==> src/rtl/baudgen_pkg.sv <==
package baudgen_pkg;
  // fractional resolution: 1/128 of an input clock
  localparam int FRAC_W = 7;
  // tick index must hold factor-1 for the largest factor
  localparam int TIDX_W = 7;
  localparam int FAC_W  = TIDX_W + 1;

  typedef enum logic {
    ACC_FRAME = 1'b0,
    ACC_BIT   = 1'b1
  } acc_mode_e;

  function automatic logic [FAC_W-1:0] ticks_per_bit(input logic [1:0] sel);
    return FAC_W'(128) >> sel;
  endfunction
endpackage

==> src/rtl/baudgen_phase.sv <==
// Tick period generator: whole-part counter plus modulo-128 phase accumulator.
module baudgen_phase
  import baudgen_pkg::*;
#(
  parameter int INT_W = 12
) (
  input  logic              clk,
  input  logic              rst,
  input  logic              restart,
  input  logic [INT_W-1:0]  int_div,
  input  logic [FRAC_W-1:0] frac,
  input  logic              rebase,
  output logic              fire
);
  localparam int CW = INT_W + 1;
  localparam logic [FRAC_W-1:0] HALF = {1'b1, {(FRAC_W-1){1'b0}}};

  logic [CW-1:0]     cnt_q;
  logic [FRAC_W-1:0] acc_q;
  logic [FRAC_W:0]   sum;
  logic [CW-1:0]     period;
  logic              en;

  always_comb begin
    en     = (int_div != '0);
    sum    = {1'b0, acc_q} + {1'b0, frac};
    period = {1'b0, int_div} + CW'(sum[FRAC_W]);
    fire   = en && (cnt_q == period - CW'(1));
  end

  always_ff @(posedge clk) begin
    if (rst || restart || !en) begin
      cnt_q <= '0;
      acc_q <= HALF;
    end else if (fire) begin
      cnt_q <= '0;
      acc_q <= rebase ? HALF : sum[FRAC_W-1:0];
    end else begin
      cnt_q <= cnt_q + CW'(1);
    end
  end
endmodule

==> src/rtl/baudgen_tickcount.sv <==
// Counts ticks within a bit and flags the last one.
module baudgen_tickcount
  import baudgen_pkg::*;
(
  input  logic       clk,
  input  logic       rst,
  input  logic       restart,
  input  logic       en,
  input  logic       fire,
  input  logic [1:0] factor_sel,
  output logic       last
);
  logic [TIDX_W-1:0] tidx_q;

  always_comb last = ({1'b0, tidx_q} == ticks_per_bit(factor_sel) - FAC_W'(1));

  always_ff @(posedge clk) begin
    if (rst || restart || !en)
      tidx_q <= '0;
    else if (fire)
      tidx_q <= last ? '0 : tidx_q + TIDX_W'(1);
  end
endmodule

==> src/rtl/baud_frac_gen.sv <==
module baud_frac_gen
  import baudgen_pkg::*;
#(
  parameter int INT_W        = 12,
  parameter int FRAC_FIELD_W = 12
) (
  input  logic                    clk,
  input  logic                    rst,
  input  logic                    frame_start,
  input  logic [INT_W-1:0]        int_div,
  input  logic [FRAC_FIELD_W-1:0] frac_div,
  input  logic [1:0]              factor_sel,
  input  logic                    bit_accurate,
  output logic                    os_tick,
  output logic                    bit_strobe
);
  logic      fire;
  logic      last;
  logic      rebase;
  acc_mode_e mode;

  always_comb begin
    mode   = acc_mode_e'(bit_accurate);
    rebase = (mode == ACC_BIT) && last;
  end

  baudgen_phase #(.INT_W(INT_W)) u_phase (
    .clk     (clk),
    .rst     (rst),
    .restart (frame_start),
    .int_div (int_div),
    .frac    (frac_div[FRAC_W-1:0]),
    .rebase  (rebase),
    .fire    (fire)
  );

  baudgen_tickcount u_ticks (
    .clk        (clk),
    .rst        (rst),
    .restart    (frame_start),
    .en         (int_div != '0),
    .fire       (fire),
    .factor_sel (factor_sel),
    .last       (last)
  );

  always_ff @(posedge clk) begin
    if (rst || frame_start) begin
      os_tick    <= 1'b0;
      bit_strobe <= 1'b0;
    end else begin
      os_tick    <= fire;
      bit_strobe <= fire && last;
    end
  end
endmodule

==> config.mk <==
export PLATFORM = sky130hd
export DESIGN_NAME = baud_frac_gen
export DESIGN_NICKNAME = d
export VERILOG_FILES = /design/src/rtl/baudgen_pkg.sv /design/src/rtl/baudgen_phase.sv /design/src/rtl/baudgen_tickcount.sv /design/src/rtl/baud_frac_gen.sv
export SDC_FILE = /design/constraint.sdc
export NUM_CORES = 1
export LEC_CHECK = 0
export CAP_MARGIN = 20
export CORE_MARGIN = 4
export CORE_UTILIZATION = 50
export DETAILED_ROUTE_END_ITERATION = 6
export DONT_BUFFER_PORTS = 1
export PLACE_DENSITY = 0.68
export RECOVER_POWER = 100
export SLEW_MARGIN = 20
export SYNTH_ARGS = -nofsm -noshare
export SYNTH_HDL_FRONTEND = slang
export SYNTH_HIERARCHICAL = 1
export SYNTH_SLANG_ARGS = --single-unit
==> constraint.sdc <==
create_clock -name clk -period 5.7 [get_ports clk]
set_input_delay 0.285 -clock clk [delete_from_list [all_inputs] [get_ports clk]]
set_output_delay 0.285 -clock clk [all_outputs]
set_load 0.005 [all_outputs]
==> summary.md <==
| Metric | Value |
|---|---|
| DP Wirelength | roughly 3700 um |
| IO buf count | 0 |
| Inst Count DP | 300 |
| CTS H-Tree Depth | 2 |
| WHS | about 0.083 ns |
| Synth top area cells | dfxtp_1, xnor2_1, ha_1 |
| Final net count | a little under 300 |
| Yosys warns | 6 |
| Via density | roughly 6.1 |
| Tmin final | a little under 5 ns |
| Worst Path Class, Setup | reg2reg |
| Most frequent cells in the layout | dfxtp_1, nor2_1, xnor2_1 |
| 1st-pass router iterations | 4 |
| Commonest non-fill, non-tap cell in the layout | dfxtp_1 |
| Placer Congestion | between 0.8 and 0.9 |
| CTS max path bufs | 2 |
| FMAX | 206 MHz |
| Sequential share of the synthesized area | between 20% and 30% |
| Synth Register Bits | 29 |
| Crit path max fanout | 6 |
| Pins Over Slew Limit | 0 |
| Largest family of logic cells by synthesized area | simple AND/OR/NAND/NOR gates |
| P_leak | ~0.00076 uW |
| WL per Instance | between 15 and 20 um |
| First-pass GRT wire length | 8030 um |
| Number of I/O pins | 32 |
| DR vias | around 1900 |
| Worst skew pair latency | roughly 0.28 ns |
| # rows | 24 |
| Layout Cells excl Fill | 308 |
| Slew headroom | 18.9% |
| Post-synth EDFFs | 0 |
| PnR Total Power | ~410 uW |
| TritonCTS buffer count | 5 |
| Clk sinks | 29 |
| Post-DRT Antenna Nets | 0 |
| # setup viols final | 0 |
| Die W | between 70 and 80 um |
| CTS Hold Buffers Added | 0 |
| Die Height | approximately 75 um |
| Syn Inst Count | 253 |
| Worst-Margin Slew | between 1 and 1.5 ns |
| Mux cell area share after synthesis | under 10% |
| Post-Syn Nets | roughly 300 |
| CP Capture Type | flop |
| Area grow syn2layout | 4.35% |
| Post-synthesis simple-gate area fraction | approximately 32% |
| Adder-cell share of the synthesized area | 7.02% |
| Clk_skew | slightly above 0.003 ns |
| Post-synthesis compound-gate area fraction | a little under a fifth |
| Share of the synthesized area in the top cell type | about a quarter |
| VDD IR max | between 0.1 and 0.15 mV |
| Avg Cell Area, Syn | between 8 and 9 sq um |
| Setup TNS | 0 ns |
| Root Buffer | clkbuf_8 |
| Number of global-route vias before repair | roughly 1800 |
| WP data required | around 5.9 ns |
| DRC viols | 0 |
| Layout cell share with drive strength beyond 1 | approximately 11% |
| N_diodes | 0 |
| CTS tree | built |
| CP Launch Type | flop |
| Largest net degree at the start of global routing | 20 |
| Layout Utilization | ~54% |
| Syn Std Cell Area | about 2200 sq um |
| Hold Crit Class | in2reg |
| All-layer global routing usage | between 10% and 20% |
| Pwr per Cell Area | ~170 nW/um^2 |
| Max-Cap Viols | 0 |
| Status | finished clean |
| Synth unique cells | 62 |
| Core ar. | 4350 sq um |
| Fin. Hold Viols | 0 |
| Dominant synthesized flop cell | dfxtp_1 |
| Final Cycle Share | a little under nine tenths |
| Reg clk slew, reported paths | ~0.060 ns |
| XOR/XNOR Fraction of Synth Area | between 10% and 20% |
| 1st-iter DRT viols | 70 |
| RSZ-0062 raised after global routing | false |
| DIE AREA | between 5000 and 6000 sq um |
| FFs w/ async S/R, synth | 0% |
| Initial core utilization | between 50% and 60% |
| Post-CTS Setup Inserts | 0 |
| Biggest area consumer among synthesized cells | dfxtp_1 |
| Worst EP arrival | ~5.0 ns |
| Overflow after GRT | 0 |
| Initial antenna violation count | 0 |
| Final wirelength | between 4000 and 5000 um |
| Post_cts resized | 0 |
-- layout make-up --
class,instances,area [sq um]
multi-input combinational,210,1580
timing repair buffer,1,7.51
clock buffer,8,80.1
sequential,29,581
fill,399,2010
inverter,8,30.0
tap,52,65.1
-- critical path: stages, from the launching register on --
cell and delay [ns]:
dfxtp_1 0.31, ha_1 0.26, a21o_1 0.18, a21oi_1 0.21, o21bai_1 0.09, a21oi_1 0.23, o21bai_1 0.09, a21oi_1 0.24
ha_1 0.24, ha_1 0.20, or3b_1 0.48, xnor2_1 0.19, or3_1 0.41, a2111oi_0 0.38, and3_1 0.36, nand4_1 0.21
o31ai_1 0.53, nor2_1 0.10
-- power by group --
part | switching (uW) | internal (uW)
combinational | 24.3 | 18.6
clock | 73.8 | 86.4
sequential | 0.868 | 203
total | 99.0 | 308
-- Yosys cell counts, types with 2 or more instances --
| cell | n |
|---|---|
| nor2b_1 | 6 |
| nor3_1 | 11 |
| and4bb_2 | 2 |
| xnor2_1 | 19 |
| nor4b_1 | 3 |
| dfxtp_1 | 29 |
| inv_1 | 8 |
| a2111o_1 | 2 |
| o21bai_1 | 2 |
| o211a_1 | 2 |
| nor3b_1 | 3 |
| a21oi_1 | 11 |
| xor2_1 | 12 |
| o211ai_2 | 2 |
| and3_1 | 3 |
| nand4_1 | 6 |
| clkbuf_1 | 3 |
| nand2_1 | 11 |
| mux2i_1 | 3 |
| and2_1 | 4 |
| o31ai_1 | 6 |
| o31a_1 | 2 |
| nor3_2 | 11 |
| a21o_1 | 2 |
| buf_2 | 2 |
| nand3_1 | 8 |
| o21ai_0 | 4 |
| or4_1 | 2 |
| or3_1 | 3 |
| nor2_1 | 21 |
| nor4_1 | 5 |
| o21a_1 | 2 |
| ha_1 | 11 |
| a211oi_1 | 4 |
-- path summary, 6_finish.rpt --
path	start	to	slack (ns)	cells past startpoint
min reg2reg	u_phase/acc_q[3]	u_phase/acc_q[3]	0.48	2
max	u_phase/acc_q[1]	u_ticks/tidx_q[0]	0.85	17
max reg2reg	u_phase/acc_q[1]	u_ticks/tidx_q[0]	0.85	17
min	rst	os_tick	0.08	1
-- logic make-up after synthesis --
family                   count (synthesis)
adder cells (fa/ha/maj)                 12
AO/OA/AOI/OAI                           51
XOR/XNOR                                31
AND/OR/NAND/NOR                        112
flip-flops                              29
buffers and inverters                   14
multiplexers                             4
-- layer usage --
metal	GRT usage (%)	share of wire [%]	vias up
met3	5.74	5.9	8
li1	-	-	965
met1	24.2	46	858
met2	28.8	46	34
met5	0	0	-
met4	7.71	1.8	0
-- registers in the layout, summed over array words and instances (netlist names) --
register,count
u_phase/acc_q,7
u_phase/cnt_q,13
os_tick,1
u_ticks/tidx_q,7
bit_strobe,1
-- per-stage QoR --
step	setup slack, ns	area, sq um
finish	0.852	2340
detailed placement	0.945	2300
CTS	0.914	2380
global route	0.452	2340
floorplan	1.46	2250
global placement	0.904	2300
(Power assumes the default switching activity.)
